**config.mk**
```make
export PLATFORM = sky130hd
export DESIGN_NAME = collhb_top
export DESIGN_NICKNAME = d
export VERILOG_FILES = /design/src/rtl/collhb_pkg.sv /design/src/rtl/collhb_qualify.sv /design/src/rtl/collhb_txend.sv /design/src/rtl/collhb_pulse.sv /design/src/rtl/collhb_top.sv
export SDC_FILE = /design/constraint.sdc
export NUM_CORES = 1
export LEC_CHECK = 0
export BUFFER_PORTS_ARGS = -buffer_cell sky130_fd_sc_hd__buf_2
export CORE_AREA = 4 4 41 43
export DETAILED_ROUTE_END_ITERATION = 8
export DIE_AREA = 0 0 45 47
export PLACE_DENSITY_LB_ADDON = 0.2
export SETUP_SLACK_MARGIN = 0.5
export SYNTH_ARGS = -nofsm -noshare
export SYNTH_HDL_FRONTEND = slang
export SYNTH_SLANG_ARGS = --single-unit
```
**constraint.sdc**
```tcl
create_clock -name clk -period 3.6 [get_ports clk]
set_clock_uncertainty 0.1 [all_clocks]
set_input_delay 0.18 -clock clk [delete_from_list [all_inputs] [get_ports clk]]
set_output_delay 0.18 -clock clk [all_outputs]
set_load 0.01 [all_outputs]
```
**src/rtl/collhb_pkg.sv**
```systemverilog
package collhb_pkg;

  typedef enum logic [1:0] {
    IFM_MII     = 2'b00,
    IFM_RMII    = 2'b01,
    IFM_SERIAL  = 2'b10,
    IFM_MII_ALT = 2'b11
  } ifm_e;

  // Heartbeat length in reference cycles: nearest integer to f / 1 MHz, at least 1.
  function automatic int unsigned hb_cycles(input longint unsigned freq_hz);
    longint unsigned c;
    c = (freq_hz + 64'd500_000) / 64'd1_000_000;
    return (c == 0) ? 1 : int'(c);
  endfunction

endpackage

```
**src/rtl/collhb_qualify.sv**
```systemverilog
module collhb_qualify
  import collhb_pkg::*;
(
  input  ifm_e mode,
  input  logic full_duplex,
  input  logic speed_100,
  input  logic hb_enable,
  output logic col_allowed,
  output logic hb_allowed
);
  logic is_serial;
  logic eff_half;
  logic eff_10m;

  always_comb begin
    is_serial   = (mode == IFM_SERIAL);
    eff_half    = is_serial || !full_duplex;
    eff_10m     = is_serial || !speed_100;
    col_allowed = (mode != IFM_RMII) && eff_half;
    hb_allowed  = col_allowed && eff_10m && hb_enable;
  end

endmodule

```
**src/rtl/collhb_txend.sv**
```systemverilog
module collhb_txend (
  input  logic clk,
  input  logic rst_n,
  input  logic tx_active,
  output logic tx_fall
);
  logic tx_q;

  always_ff @(posedge clk) begin
    if (!rst_n) tx_q <= 1'b0;
    else        tx_q <= tx_active;
  end

  assign tx_fall = tx_q && !tx_active;

endmodule

```
**src/rtl/collhb_pulse.sv**
```systemverilog
module collhb_pulse #(
  parameter int unsigned HB_CYCLES = 25
) (
  input  logic clk,
  input  logic rst_n,
  input  logic start,
  input  logic abort,
  output logic busy
);
  localparam int unsigned CNT_W = $clog2(HB_CYCLES + 1);
  localparam logic [CNT_W-1:0] CNT_LOAD = CNT_W'(HB_CYCLES);

  logic [CNT_W-1:0] cnt_q;

  always_ff @(posedge clk) begin
    if (!rst_n)           cnt_q <= '0;
    else if (start)       cnt_q <= CNT_LOAD;
    else if (abort)       cnt_q <= '0;
    else if (cnt_q != '0) cnt_q <= cnt_q - 1'b1;
  end

  assign busy = (cnt_q != '0);

  AST_PULSE_STARTS: assert property (@(posedge clk) disable iff (!rst_n)
    start |=> busy);
  AST_PULSE_ABORTS: assert property (@(posedge clk) disable iff (!rst_n)
    (abort && !start) |=> !busy);

endmodule

```
**src/rtl/collhb_top.sv**
```systemverilog
module collhb_top
  import collhb_pkg::*;
#(
  parameter int unsigned CLK_FREQ_HZ = 25_000_000
) (
  input  logic       clk,
  input  logic       rst_n,
  input  logic       tx_active,
  input  logic       rx_active,
  input  logic       speed_100,
  input  logic       full_duplex,
  input  logic       hb_enable,
  input  logic [1:0] if_mode,
  output logic       col
);
  localparam int unsigned HB_CYCLES = hb_cycles(longint'(CLK_FREQ_HZ));

  ifm_e mode;
  logic col_allowed;
  logic hb_allowed;
  logic tx_fall;
  logic hb_start;
  logic hb_busy;
  logic overlap;
  logic col_d;

  assign mode = ifm_e'(if_mode);

  collhb_qualify u_qual (
    .mode        (mode),
    .full_duplex (full_duplex),
    .speed_100   (speed_100),
    .hb_enable   (hb_enable),
    .col_allowed (col_allowed),
    .hb_allowed  (hb_allowed)
  );

  collhb_txend u_txend (
    .clk       (clk),
    .rst_n     (rst_n),
    .tx_active (tx_active),
    .tx_fall   (tx_fall)
  );

  assign hb_start = tx_fall && hb_allowed;

  collhb_pulse #(.HB_CYCLES(HB_CYCLES)) u_pulse (
    .clk   (clk),
    .rst_n (rst_n),
    .start (hb_start),
    .abort (tx_active),
    .busy  (hb_busy)
  );

  assign overlap = tx_active && rx_active;
  assign col_d   = col_allowed && (overlap || (hb_busy && !tx_active));

  always_ff @(posedge clk) begin
    if (!rst_n) col <= 1'b0;
    else        col <= col_d;
  end

  AST_FULL_DUPLEX_QUIET: assert property (@(posedge clk) disable iff (!rst_n)
    (full_duplex && mode != IFM_SERIAL) |=> !col);
  AST_RMII_QUIET: assert property (@(posedge clk) disable iff (!rst_n)
    (mode == IFM_RMII) |=> !col);
  AST_OVERLAP_SEEN: assert property (@(posedge clk) disable iff (!rst_n)
    (tx_active && rx_active && mode != IFM_RMII && (!full_duplex || mode == IFM_SERIAL)) |=> col);
  AST_TX_ALONE_QUIET: assert property (@(posedge clk) disable iff (!rst_n)
    (tx_active && !rx_active) |=> !col);
  AST_NO_HB_AT_100: assert property (@(posedge clk) disable iff (!rst_n)
    (hb_start) |-> (!speed_100 || mode == IFM_SERIAL) && hb_enable);

endmodule

```
==> flow_metrics.tcl <==
set metrics [dict create \
    cp_max_fo 4 \
    grt_max_degree 9 \
    grt_pass1_wl_um 1190 \
    netlist.area_leader.share_pct 37.2 \
    drv_cap 0 \
    setup_slack_ns 2.17 \
    routed_wl_um 633 \
    instances_no_fill 67 \
    yosysSeqAreaShare_pct 37.2 \
    via_count 312 \
    peakVddDrop_uv 178 \
    avgSynthCellArea_sq_um 9.66 \
    clk_pin_slew_ns 0.05 \
    holdCritPathClass "primary input to register" \
    cts_tree "yes" \
    worst_slew_margin_rel_pct 77.7 \
    n_antenna_cell 0 \
    clk_latency_ns 0.26 \
    dp.cells 63 \
    synth_top_cells_by_area "dfxtp_1 (37%), nand4b_4 (6.3%), nor4b_4 (6.3%)" \
    gp_congestion 0.660 \
    wire_per_inst_um 9.45 \
    cp.required_ns 3.65 \
    syn2layout_area_growth_pct 23.9 \
    via_per_inst 4.66 \
    hold_buffers 0 \
    num_io_pins 10 \
    synth.top_cells.by_count "dfxtp_1 (7), inv_1 (6), a21boi_1 (3), o21ai_0 (3)" \
    syn-instance-count 39 \
    grt_pass1_vias 306 \
    cts_buffers 3 \
    cts.repair.resized 0 \
    synth-edff-count 0 \
    yosysWarningCount 0 \
    ys_ff_latch 7 \
    fin_crit_sh_pct 39.8 \
    arrival_ns 1.48 \
    grt_use_total_pct 8.39 \
    slowest_stage "dfxtp_1" \
    max_stage_delay_ns 0.33 \
    syn_area_sq_um 377 \
    hold_viol 0 \
    chipHeight_um 47 \
    nets 63 \
    drc 0 \
    p_per_area_nw_per_um2 454 \
    crit_path_cell_trace "inv_1 > ha_1 > nor4b_4 > o21ai_0 > and4b_1" \
    ys.flop_type "dfxtp_1" \
    core_area_sq_um 1300 \
    critPathCaptureType "register" \
    cts_root_buf "clkbuf_4" \
    ant_nets 0 \
    htree_levels 1 \
    fillers 146 \
    seq_area_sq_um 140 \
    clkSinkCount 7 \
    finalMaxSlewViolations 0 \
    setup_tns_ns 0 \
    rsz0062_at_grt "no" \
    drive_gt1_share_pct 28.8 \
    num_rows 13 \
    multi_input_area_sq_um 214 \
    drtIter0Drc 2 \
    yosysTopAreaCell "dfxtp_1" \
    synth_fp_nets 49 \
    cts_buffer_depth 2 \
    tightest_slew_ns 0.333 \
    antenna_found_initial 0 \
    global_route.overflow_total 0 \
    cp-start-kind "register" \
    critPathKind "register to register" \
    cts_setup_buffers 0 \
    setup_viol 0 \
    die_x_um 45 \
    post-place-ws_ns 2.15 \
    dieArea_sq_um 2120 \
    min_period_ns 1.43 \
    dr.pass1.iters 2 \
    p_leak_nw 0.216 \
    start_util_pct 28.9 \
    portBuffers 9 \
    yosysMostFrequentCell "dfxtp_1" \
    yosysUniqueCellTypes 20 \
    async_flop_share_pct 0 \
    fmax_ghz 0.699 \
    status "finished clean" \
]
==> layout make-up <==
type | instances | share of cell area (%)
multi-input combinational | 26 | 45.8
sequential | 7 | 30.0
timing repair buffer | 9 | 9.65
clock buffer | 4 | 5.63
inverter | 6 | 4.83
tap | 15 | 4.02
==> cells in the final DEF, fill, tap and decap left out <==
master,n
nor3_1,1
ha_1,1
a211o_1,1
nand4b_4,1
and2_1,1
nor2b_1,2
nor4b_4,1
o21ai_0,3
nor2_1,1
and4b_1,2
dfxtp_1,7
clkbuf_4,3
inv_1,6
nor3b_1,1
nand2_1,2
buf_2,9
a21boi_1,3
nand2b_1,1
a21oi_1,1
xnor2_1,2
o21ai_1,1
clkbuf_1,1
maj3_2,1
==> power breakdown <==
part	switching (W)	internal [W]	leakage, nW
sequential	0.00000451	0.0000832	0.0570
clock	0.0000292	0.0000423	0.0150
combinational	0.0000239	0.0000288	0.144
==> final timing paths <==
path,depth (start not counted),to,startpoint,slack (ns)
worst min register to register,2,u_pulse.cnt_q[0]$_SDFFE_PN0P_,u_txend.tx_q$_SDFF_PN0_,0.45
worst max register to register,5,u_pulse.cnt_q[1]$_SDFFE_PP0N_,u_pulse.cnt_q[0]$_SDFFE_PN0P_,2.17
worst min-delay path,2,u_txend.tx_q$_SDFF_PN0_,rst_n,0.11
worst max-delay path,5,u_pulse.cnt_q[1]$_SDFFE_PP0N_,u_pulse.cnt_q[0]$_SDFFE_PN0P_,2.17
==> metrics by stage <==
step | cell area, sq um | hold WS [ns] | total power [W] | utilization, %
floorplan | 377 | 0.202 | 0.000129 | -
global placement | 440 | 0.381 | 0.000143 | 33.8
detailed placement | 440 | 0.375 | 0.000143 | 33.8
CTS | 467 | 0.103 | 0.000217 | 35.9
global route | 467 | 0.124 | 0.000225 | 35.9
finish | 467 | 0.106 | 0.000212 | 35.9
==> flip-flops by register name (all words and copies together) (netlist names) <==
register       cells
col                1
u_pulse.cnt_q      5
u_txend.tx_q       1
==> per-layer routing <==
| layer | track usage [%] | part of all wire [%] | up-vias | wire length [um] |
|---|---|---|---|---|
| met4 | 8.77 | 4.7 | 0 | 30 |
| met2 | 11.6 | 44 | 11 | 276 |
| met3 | 3.45 | 7.3 | 5 | 46 |
| li1 | - | - | 162 | - |
| met5 | 0 | 0 | - | 0 |
| met1 | 9.36 | 44 | 134 | 279 |
==> logic make-up after synthesis <==
family / share of synthesized area, %
AND/OR/NAND/NOR: 30.9
AO/OA/AOI/OAI: 14.9
flip-flops: 37.2
buffers and inverters: 5.98
XOR/XNOR: 4.65
adder cells (fa/ha/maj): 6.31
==> critical path: cells and delay by family (launching register included) <==
kind / cells / cell delay (ns)
compound gates: 1 / 0.13
fa+ha+maj: 1 / 0.18
buf+inv: 1 / 0.06
flops: 1 / 0.33
simple gates: 2 / 0.53
Note: power is estimated with default switching activity, not from simulation.
